File: config.mk
export PLATFORM = sky130hd
export DESIGN_NAME = sd_cmd_engine
export DESIGN_NICKNAME = d
export VERILOG_FILES = /design/src/rtl/sdc_pkg.sv /design/src/rtl/sdc_cmd_tx.sv /design/src/rtl/sdc_cmd_rx.sv /design/src/rtl/sd_cmd_engine.sv
export SDC_FILE = /design/constraint.sdc
export NUM_CORES = 1
export LEC_CHECK = 0
export BUFFER_PORTS_ARGS = -buffer_cell sky130_fd_sc_hd__buf_4
export CORE_MARGIN = 4
export CORE_UTILIZATION = 40
export CTS_CLUSTER_SIZE = 25
export DETAILED_ROUTE_END_ITERATION = 16
export PLACE_DENSITY = 0.66
export SLEW_MARGIN = 0
export SYNTH_ARGS = -nofsm -noshare
export SYNTH_HDL_FRONTEND = slang
export SYNTH_SLANG_ARGS = --single-unit
File: constraint.sdc
create_clock -name clk -period 3.41 [get_ports clk]
set_input_delay 0.341 -clock clk [delete_from_list [all_inputs] [get_ports clk]]
set_output_delay 0.341 -clock clk [all_outputs]
set_load 0.02 [all_outputs]
File: src/rtl/sdc_pkg.sv
package sdc_pkg;
  localparam int IDX_W    = 6;
  localparam int ARG_W    = 32;
  localparam int CRC_W    = 7;
  localparam int TOKEN_W  = 2 + IDX_W + ARG_W + CRC_W + 1;
  localparam int LONG_W   = 136;
  localparam int RESP_W   = 128;
  localparam int WORD_W   = 16;

  localparam int F_IDX_LSB = 8;
  localparam int F_DPRES   = 5;
  localparam int F_IDXCHK  = 4;
  localparam int F_CRCCHK  = 3;

  typedef enum logic [1:0] {
    RSP_NONE  = 2'b00,
    RSP_LONG  = 2'b01,
    RSP_SHORT = 2'b10,
    RSP_BUSY  = 2'b11
  } rsp_kind_e;

  function automatic logic [CRC_W-1:0] crc7_step(input logic [CRC_W-1:0] c, input logic b);
    logic fb;
    fb = c[CRC_W-1] ^ b;
    return {c[CRC_W-2:0], 1'b0} ^ (fb ? 7'h09 : 7'h00);
  endfunction

  function automatic logic [CRC_W-1:0] crc7_head(input logic [TOKEN_W-CRC_W-2:0] h);
    logic [CRC_W-1:0] c;
    c = '0;
    for (int i = TOKEN_W-CRC_W-2; i >= 0; i--) c = crc7_step(c, h[i]);
    return c;
  endfunction
endpackage

File: src/rtl/sdc_cmd_tx.sv
module sdc_cmd_tx
  import sdc_pkg::*;
(
  input  logic               clk,
  input  logic               rst_n,
  input  logic               tick,
  input  logic               load,
  input  logic [TOKEN_W-1:0] token,
  output logic               bit_o,
  output logic               oe_o,
  output logic               done_o
);
  localparam int CW = $clog2(TOKEN_W);

  logic [TOKEN_W-1:0] sh;
  logic [CW-1:0]      cnt;
  logic               act;

  always_ff @(posedge clk or negedge rst_n) begin
    if (!rst_n) begin
      sh     <= '1;
      cnt    <= '0;
      act    <= 1'b0;
      done_o <= 1'b0;
    end else begin
      done_o <= 1'b0;
      if (load) begin
        sh  <= token;
        cnt <= '0;
        act <= 1'b1;
      end else if (act && tick) begin
        sh  <= {sh[TOKEN_W-2:0], 1'b1};
        cnt <= cnt + 1'b1;
        if (cnt == CW'(TOKEN_W-1)) begin
          act    <= 1'b0;
          done_o <= 1'b1;
        end
      end
    end
  end

  assign bit_o = sh[TOKEN_W-1];
  assign oe_o  = act;
endmodule

File: src/rtl/sdc_cmd_rx.sv
module sdc_cmd_rx
  import sdc_pkg::*;
#(
  parameter int TIMEOUT_TICKS = 64
) (
  input  logic              clk,
  input  logic              rst_n,
  input  logic              tick,
  input  logic              arm,
  input  logic              long_i,
  input  logic              cmd_i,
  output logic              done_o,
  output logic              tmo_o,
  output logic              crc_ok_o,
  output logic [LONG_W-2:0] frame_o
);
  localparam int TW = $clog2(TIMEOUT_TICKS + 1);

  typedef enum logic [1:0] {R_OFF, R_HUNT, R_DATA} rx_st_e;

  rx_st_e           st;
  logic             long_q;
  logic [TW-1:0]    wcnt;
  logic [7:0]       bcnt;
  logic [7:0]       k;
  logic [7:0]       last;
  logic             covered;
  logic [CRC_W-1:0] crc;

  assign k       = bcnt + 8'd1;
  assign last    = long_q ? 8'(LONG_W - 2) : 8'(TOKEN_W - 2);
  assign covered = long_q ? (k >= 8'd8 && k <= 8'd127) : (k <= 8'd39);

  always_ff @(posedge clk or negedge rst_n) begin
    if (!rst_n) begin
      st       <= R_OFF;
      long_q   <= 1'b0;
      wcnt     <= '0;
      bcnt     <= '0;
      crc      <= '0;
      frame_o  <= '0;
      done_o   <= 1'b0;
      tmo_o    <= 1'b0;
      crc_ok_o <= 1'b0;
    end else begin
      done_o <= 1'b0;
      tmo_o  <= 1'b0;
      case (st)
        R_OFF: if (arm) begin
          st     <= R_HUNT;
          long_q <= long_i;
          wcnt   <= '0;
        end
        R_HUNT: if (tick) begin
          if (!cmd_i) begin
            st   <= R_DATA;
            bcnt <= '0;
            crc  <= '0;
          end else if (wcnt == TW'(TIMEOUT_TICKS - 1)) begin
            st    <= R_OFF;
            tmo_o <= 1'b1;
          end else begin
            wcnt <= wcnt + 1'b1;
          end
        end
        R_DATA: if (tick) begin
          frame_o <= {frame_o[LONG_W-3:0], cmd_i};
          bcnt    <= k;
          if (covered) crc <= crc7_step(crc, cmd_i);
          if (bcnt == last) begin
            st       <= R_OFF;
            done_o   <= 1'b1;
            crc_ok_o <= (crc == frame_o[CRC_W-1:0]);
          end
        end
        default: st <= R_OFF;
      endcase
    end
  end
endmodule

File: src/rtl/sd_cmd_engine.sv
module sd_cmd_engine
  import sdc_pkg::*;
#(
  parameter int TIMEOUT_TICKS = 64
) (
  input  logic              clk,
  input  logic              rst_n,
  input  logic              sd_tick,
  input  logic              cmd_valid,
  output logic              cmd_ready,
  input  logic [WORD_W-1:0] cmd_word,
  input  logic [ARG_W-1:0]  cmd_arg,
  output logic              cmd_o,
  output logic              cmd_oe,
  input  logic              cmd_i,
  input  logic              dat0_i,
  output logic              inhibit_cmd,
  output logic              inhibit_dat,
  output logic [RESP_W-1:0] resp_o,
  output logic              sts_done,
  output logic              sts_timeout,
  output logic              sts_crc_err,
  output logic              sts_idx_err,
  output logic              sts_err
);
  typedef enum logic [1:0] {T_IDLE, T_TX, T_RX, T_BUSY} top_st_e;

  top_st_e            st;
  rsp_kind_e          rtype_q;
  logic [IDX_W-1:0]   idx_q;
  logic               crc_en_q, idx_en_q, dp_q;
  logic               accept;
  logic [IDX_W-1:0]   w_idx;
  logic [TOKEN_W-1:0] token;
  logic               tx_done, rx_arm, rx_done, rx_tmo, rx_crc_ok;
  logic [LONG_W-2:0]  rx_frame;
  logic               crc_e, idx_e;
  logic               unused_bits;

  assign cmd_ready   = (st == T_IDLE);
  assign accept      = cmd_valid && cmd_ready;
  assign w_idx       = cmd_word[F_IDX_LSB +: IDX_W];
  assign token       = {2'b01, w_idx, cmd_arg, crc7_head({2'b01, w_idx, cmd_arg}), 1'b1};
  assign rx_arm      = (st == T_TX) && tx_done && (rtype_q != RSP_NONE);
  assign inhibit_cmd = (st != T_IDLE);
  assign inhibit_dat = (st != T_IDLE) && ((rtype_q == RSP_BUSY) || dp_q);
  assign crc_e       = crc_en_q && !rx_crc_ok;
  assign idx_e       = idx_en_q && (rtype_q != RSP_LONG) && (rx_frame[45:40] != idx_q);
  assign unused_bits = ^{cmd_word[15:14], cmd_word[7:6], cmd_word[2],
                         rx_frame[134:128], rx_frame[7:0]};

  sdc_cmd_tx u_tx (
    .clk(clk), .rst_n(rst_n), .tick(sd_tick), .load(accept), .token(token),
    .bit_o(cmd_o), .oe_o(cmd_oe), .done_o(tx_done)
  );

  sdc_cmd_rx #(.TIMEOUT_TICKS(TIMEOUT_TICKS)) u_rx (
    .clk(clk), .rst_n(rst_n), .tick(sd_tick), .arm(rx_arm),
    .long_i(rtype_q == RSP_LONG), .cmd_i(cmd_i), .done_o(rx_done),
    .tmo_o(rx_tmo), .crc_ok_o(rx_crc_ok), .frame_o(rx_frame)
  );

  always_ff @(posedge clk or negedge rst_n) begin
    if (!rst_n) begin
      st          <= T_IDLE;
      rtype_q     <= RSP_NONE;
      idx_q       <= '0;
      crc_en_q    <= 1'b0;
      idx_en_q    <= 1'b0;
      dp_q        <= 1'b0;
      resp_o      <= '0;
      sts_done    <= 1'b0;
      sts_timeout <= 1'b0;
      sts_crc_err <= 1'b0;
      sts_idx_err <= 1'b0;
      sts_err     <= 1'b0;
    end else begin
      case (st)
        T_IDLE: if (accept) begin
          st          <= T_TX;
          rtype_q     <= rsp_kind_e'(cmd_word[1:0]);
          idx_q       <= w_idx;
          crc_en_q    <= cmd_word[F_CRCCHK];
          idx_en_q    <= cmd_word[F_IDXCHK];
          dp_q        <= cmd_word[F_DPRES];
          sts_done    <= 1'b0;
          sts_timeout <= 1'b0;
          sts_crc_err <= 1'b0;
          sts_idx_err <= 1'b0;
          sts_err     <= 1'b0;
        end
        T_TX: if (tx_done) begin
          if (rtype_q == RSP_NONE) begin
            st       <= T_IDLE;
            sts_done <= 1'b1;
          end else begin
            st <= T_RX;
          end
        end
        T_RX: begin
          if (rx_tmo) begin
            st          <= T_IDLE;
            sts_timeout <= 1'b1;
            sts_err     <= 1'b1;
            sts_done    <= 1'b1;
          end else if (rx_done) begin
            resp_o      <= (rtype_q == RSP_LONG) ? {8'h00, rx_frame[127:8]}
                                                 : {96'h0, rx_frame[39:8]};
            sts_crc_err <= crc_e;
            sts_idx_err <= idx_e;
            sts_err     <= crc_e || idx_e;
            if (rtype_q == RSP_BUSY) begin
              st <= T_BUSY;
            end else begin
              st       <= T_IDLE;
              sts_done <= 1'b1;
            end
          end
        end
        T_BUSY: if (dat0_i) begin
          st       <= T_IDLE;
          sts_done <= 1'b1;
        end
        default: st <= T_IDLE;
      endcase
    end
  end
endmodule

After elaboration in Yosys (flattened, before gate mapping)
Index checks and enable logic that the tools add are counted.

word-level totals
  register bits after elaboration = 358
  bits of input ports = 54
  output and inout port bits = 138
  word-level logic and storage cells = 284

operators by class
  $add $sub $neg = 3
  magnitude comparators = 3
  equal/unequal tests = 31
  muxes and demuxes = 107
  bitwise logic cells = 78
  reduce and logical (&&, ||, !) cells = 37

operator list
  kind                                                                count
  XOR 7 x 4 -> 7 bit                                                  36
  two-way mux 4 bit                                                   39
  two-way mux 120 bit                                                 1
  two-way mux 48 bit                                                  2
  two-way mux 7 bit                                                   8
  XOR 1 bit                                                           36
  two-way mux 8 bit                                                   4
  two-way mux 1 bit                                                   28
  case mux 7 bit (2 select lines)                                     2
  two-way mux 2 bit                                                   13
  != test 2 x 1 -> 1 bit (second input constant)                      8
  != test 2 bit (second input constant)                               8
  case mux 8 bit (2 select lines)                                     1
  AND reduction 5 bit                                                 3
  nonzero test 2 bit                                                  7
  two-way mux 6 bit                                                   2
  AND reduction 3 bit                                                 4
  AND reduction 4 bit                                                 3
  logical AND 1 bit                                                   9
  adder 8 x 1 -> 8 bit (second input constant)                        1
  == test 2 bit (second input constant)                               4
  == test 8 bit                                                       1
  greater-or-equal comparator 8 x 4 -> 1 bit (second input constant)  1
  less-or-equal comparator 8 x 6 -> 1 bit (second input constant)     1
  24 further kinds                                                    37

Logic depth before layout (Yosys ltp)
  depth in word-level cells = 110
  depth in mapped cells = 8
  mapped depth without buffers = 8

Modules after synthesis
From an unflattened synthesis, not the netlist that was laid out.

unflattened totals
  cell total of the unflattened synthesis = 1,661
  area, all modules = 15,424.8 um^2

by module, submodules not included
  module         instances  cells each  area each (um^2)  seq. area each (um^2)
  sdc_cmd_rx     1          719         6,498.7           4,078.9
  sd_cmd_engine  1          694         6,291.0           3,453.3
  sdc_cmd_tx     1          248         2,635.0           1,461.4

Worst setup path before layout
Ideal clock, no wire load.

  path type = input -> register
  from = input cmd_word[12]
  to = register u_tx.sh[5]
  library setup time = 0.092 ns
  data arrival time = 2.430 ns
  data required time = 3.318 ns
  slack = 0.887 ns
  stages = 7
  path buffers = 0
  cell sequence = xnor3_1 > xnor3_2 > xnor3_2 > xnor3_2 > xnor2_2 > xnor2_1 > a21oi_1

on the way
  longest elaborated chain between the ends = 56
  elaborated cells on any way between the ends = 80
  classes of those cells = 22 x mux; 58 x bitwise

ends and longest elaborated chain
  what                                                            line                          text
  start: declaration                                              sd_cmd_engine.sv:11           input logic [WORD_W-1:0] cmd_word,
  XOR 1 bit (*)                                                   sdc_pkg.sv:24                 fb = c[CRC_W-1] ^ b;
  two-way mux 4 bit (*)                                           sdc_pkg.sv:25                 return {c[CRC_W-2:0], 1'b0} ^ (fb ? 7'h09 : 7'h00);
  XOR 6 x 4 -> 6 bit (*)                                          sdc_pkg.sv:25
  XOR 7 x 4 -> 7 bit (*) (3 in series)                            sdc_pkg.sv:25
  XOR 1 bit / XOR 7 x 4 -> 7 bit (equally long branches)          sdc_pkg.sv:24, sdc_pkg.sv:25
  two-way mux 4 bit / XOR 7 x 4 -> 7 bit (equally long branches)  sdc_pkg.sv:25
  XOR 7 x 4 -> 7 bit (*) (4 in series)                            sdc_pkg.sv:25
  XOR 1 bit / XOR 7 x 4 -> 7 bit (equally long branches)          sdc_pkg.sv:24, sdc_pkg.sv:25
  [... 25 more ...]                                               -
  XOR 7 x 4 -> 7 bit (*) (4 in series)                            sdc_pkg.sv:25
  XOR 1 bit / XOR 7 x 4 -> 7 bit (equally long branches)          sdc_pkg.sv:24, sdc_pkg.sv:25
  two-way mux 4 bit / XOR 7 x 4 -> 7 bit (equally long branches)  sdc_pkg.sv:25
  XOR 7 x 4 -> 7 bit (*) (4 in series)                            sdc_pkg.sv:25
  XOR 1 bit / XOR 7 x 4 -> 7 bit (equally long branches)          sdc_pkg.sv:24, sdc_pkg.sv:25
  two-way mux 4 bit / XOR 7 x 4 -> 7 bit (equally long branches)  sdc_pkg.sv:25
  XOR 7 x 4 -> 7 bit (*) (5 in series)                            sdc_pkg.sv:25
  two-way mux 48 bit (*)                                          sdc_cmd_tx.sv:27              if (load) begin
  end signal: assignment                                          sdc_cmd_tx.sv:28              sh <= token;
  end signal: assignment                                          sdc_cmd_tx.sv:32              sh <= {sh[TOKEN_W-2:0], 1'b1};
  end: declaration                                                sdc_cmd_tx.sv:15              logic [TOKEN_W-1:0] sh;

Every way passes the cells marked *; elsewhere a longest branch is shown, timed or not.
A chain may end at the register's enable or synchronous reset.

Worst setup path in the final report
  from = register st[1]
  to = register u_rx.wcnt[6]

on the way
  longest elaborated chain between the ends = 5

ends and longest elaborated chain
  what                             line                 text
  start: declaration               sd_cmd_engine.sv:28  top_st_e st;
  start signal: assignment         sd_cmd_engine.sv:65  st <= T_IDLE;
  start signal: assignment         sd_cmd_engine.sv:80  st <= T_TX;
  start signal: assignment         sd_cmd_engine.sv:94  st <= T_IDLE;
  == test 2 x 1 -> 1 bit           sd_cmd_engine.sv:44  assign rx_arm = (st == T_TX) && tx_done && (rtype_q != RSP_NONE);
  logical AND 1 bit (2 in series)  sd_cmd_engine.sv:44
  != test 2 bit (no line)          -
  AND reduction 5 bit (no line)    -
  end signal: assignment           sdc_cmd_rx.sv:63     wcnt <= wcnt + 1'b1;
  end: declaration                 sdc_cmd_rx.sv:23     logic [TW-1:0] wcnt;

Every way passes these cells.

==> results.py <==
metrics = {
    "clock_tree": {
        "clk_path_buf_depth": 3,
        "clk_pin_slew_worst_paths_ns": 0.06,
        "post_cts_resized": 0,
        "cts_setup_buffers": 0,
        "cts_tree": "yes",
        "cts_root_buf": "clkbuf_16",
        "cts_sinks": 349,
        "numCtsBuffers": 39,
        "ctsHtreeMaxLevel": 2,
        "clk_latency_ns": 0.55,
    },
    "power_and_ir_drop": {
        "p_int_mw": 8.34,
        "swShare": 0.280,
        "clockPowerShare": 0.357,
        "p_seq_frac": 0.441,
        "vdd_drop_max_uv": 546,
        "combPwrFrac": 0.202,
        "p_sw_mw": 3.24,
        "power_mw": 11.6,
        "p_leak_nw": 8.92,
        "pwr_density_cell_nw_per_um2": 634,
    },
    "placement": {
        "io_buffers": 178,
        "place_congestion": 0.811,
        "hpwlAfterDp_um": 20500,
    },
    "floorplanning": {
        "dieWidth_um": 202,
        "die_h_um": 202,
        "core_area_um2": 36900,
        "row_count": 70,
        "initial_core_util": 0.408,
        "dieArea_um2": 40800,
        "io_pins": 192,
    },
    "drt": {
        "vias": 9980,
        "drt-total-wl_um": 31100,
        "wl_per_cell_um": 15.2,
        "first_pass_iters": 5,
        "ant_nets": 0,
        "drc_errors": 0,
        "via_per_inst": 4.89,
        "drt_iter0_drc": 494,
    },
    "logic_synthesis": {
        "avgSynthCellArea_um2": 11.2,
        "synth_cells": 1338,
        "syn-cell-area_um2": 15000,
        "synth_common_cells": "nand2_1 (314), dfrtp_1 (302), mux2_2 (163), o21ai_0 (120), clkbuf_1 (76)",
        "synth_top_family_by_area": "multiplexers",
        "synth_compound_area_frac": 0.0665,
        "ys_ff_latch": 349,
        "synth.most_common_cell": "nand2_1",
        "synth_adder_area_share": 0.00333,
        "ys.flop_type": "dfrtp_1",
        "synthMuxAreaShare": 0.131,
        "yosysTopAreaCell": "dfrtp_1",
        "synth_async_sr_flop_share": 1.00,
        "ys_types": 43,
        "synth_xor_area_frac": 0.0692,
        "yosys.area_share.simple": 0.117,
        "yosysSeqAreaShare": 0.585,
        "synth_edf_count": 0,
        "ys_warn_count": 0,
        "yosysTopAreaCellShare": 0.503,
        "synthTopCellsByArea": "dfrtp_1 (50%), mux2_2 (12%), dfstp_2 (8.2%)",
    },
    "setup_path": {
        "arrival_ns": 2.81,
        "criticalPathCategory": "reg2reg",
        "end_kind": "flop",
        "crit_required_ns": 3.81,
        "cp_max_fo": 9,
        "cp-start-kind": "flop",
    },
    "layout": {
        "final_util": 0.496,
        "drive_above_1_share": 0.314,
        "register_area_um2": 8790,
        "nFillCells": 3316,
        "multiInputGateArea_um2": 5860,
        "num-nets-final": 1564,
        "n_antenna_cell": 0,
        "area_delta_synth_final_pct": 21.5,
    },
    "sta": {
        "fin_skew_ns": 0.0201,
        "fin_hold_ws_ns": 0.0538,
        "tns_ns": 0,
        "period_share": 0.708,
        "grt_setup_unrepaired": "no",
        "clock.fmax_mhz": 414,
        "fin_crit_ns": 2.41,
        "slew_headroom": 0.345,
        "drv_slew": 0,
        "hold_violations": 0,
        "setup_viol": 0,
        "tightest_slew_ns": 0.982,
    },
    "grt": {
        "grt_pass1_wl_um": 52200,
        "grt_pass1_vias": 9936,
        "grt_max_degree": 134,
        "grt_usage": 0.153,
        "grt_antenna_before_repair": 0,
        "grt_overflow": 0,
    },
    "min_path": {
        "worstHoldPathType": "in2reg",
    },
    "flow_run": {
        "max_cap_violations": 0,
    },
    "outcome": {
        "status": "complete, no violations",
    },
}
-- final cells by class --
cell class	instances	share of cell area
repair buffers	208	0.0901
inverters	17	0.00349
clock inverters	10	0.00541
flip-flops and latches	349	0.481
multi-input cells	891	0.321
clock buffers	62	0.0643
well taps	504	0.0345
-- flip-flops by register name, summed over array words and instances, names as in the netlist, 2 cells and up --
| register | count |
|---|---|
| u_rx.crc | 7 |
| u_tx.cnt | 6 |
| u_rx.wcnt | 7 |
| rtype_q | 2 |
| u_tx.sh | 47 |
| u_rx.st | 2 |
| u_rx.frame_o | 128 |
| st | 2 |
| idx_q | 6 |
| u_rx.bcnt | 8 |
| resp_o | 120 |
-- power groups by stage --
stage | clock network, mW | logic [mW] | registers (mW)
finish | 4.13 | 2.34 | 5.10
global placement | 0 | 2.32 | 5.15
floorplan | 0 | 1.81 | 5.09
detailed placement | 0 | 2.37 | 5.17
CTS | 4.27 | 2.38 | 5.10
global route | 4.42 | 2.59 | 5.17
-- cells in the final DEF (no fill, tap or decap), types with 6 or more instances in the layout --
cell             n
clkbuf_16       41
nand2_1        312
conb_1           8
xnor3_1         13
xnor2_1         34
o21ai_0        120
clkbuf_8         7
nor3_1           6
nand3_1         14
nand4_1          7
a21oi_1         16
dfstp_2         47
a31oi_1         37
clkbuf_1        14
xor2_1          28
dlygate4sd3_1    6
and3_1          10
mux2i_1         13
mux2_2         163
nor2_1          62
buf_4          196
dfrtp_1        302
inv_1           17
-- routing by layer --
metal  global-route usage  up-vias  wire [µm]
li1                     -     4818          -
met1                0.220     4880      14800
met2                0.233      239      13900
met3               0.0335       43       1840
met4               0.0469        0        590
met5                    0        -          0
-- repair_timing --
action,CTS,global route
endpoints found under the hold margin,85,0
hold buffers,6,0
endpoints found under the setup margin,0,0
-- critical path, stage by stage (launching register included) --
cell and delay, ns:
dfrtp_1 0.44, inv_1 0.13, o211ai_1 0.17, or3b_2 0.54, a21oi_1 0.50, nor3b_1 0.31
xnor2_1 0.15, nor2_1 0.05
-- logic make-up (layout without fill, tap and decap cells) --
kind of cell	Yosys count	count (layout)
buffers and inverters	105	297
multiplexers	176	176
AO/OA/AOI/OAI	185	185
flip-flops	349	349
AND/OR/NAND/NOR	434	434
adder cells (fa/ha/maj)	4	4
XOR/XNOR	84	84
other	1	8
-- metrics by stage --
stage | cells | worst slack, ns | area (µm²)
2_1_floorplan | 1345 | 0.887 | 15100
3_3_place_gp | 1963 | 0.617 | 16900
3_5_place_dp | 1963 | 0.583 | 16900
4_1_cts | 2041 | 1.02 | 18300
5_1_grt | 2041 | 0.818 | 18300
6_report | 2041 | 0.997 | 18300
-- worst paths after layout --
path,from,end,slack (ns),depth (start not counted)
setup / recovery,st[1],u_rx.wcnt[6],1.0,7
hold / removal,cmd_arg[11],u_tx.sh[19],0.05,3
setup reg to reg,st[1],u_rx.wcnt[6],1.0,7
hold reg to reg,resp_o[71],resp_o[71],0.48,2
max in group asynchronous,rst_n,u_tx.sh[47],2.04,3
min in group asynchronous,rst_n,u_rx.frame_o[20],0.40,2
No activity file was read; power rests on OpenSTA's default activity.
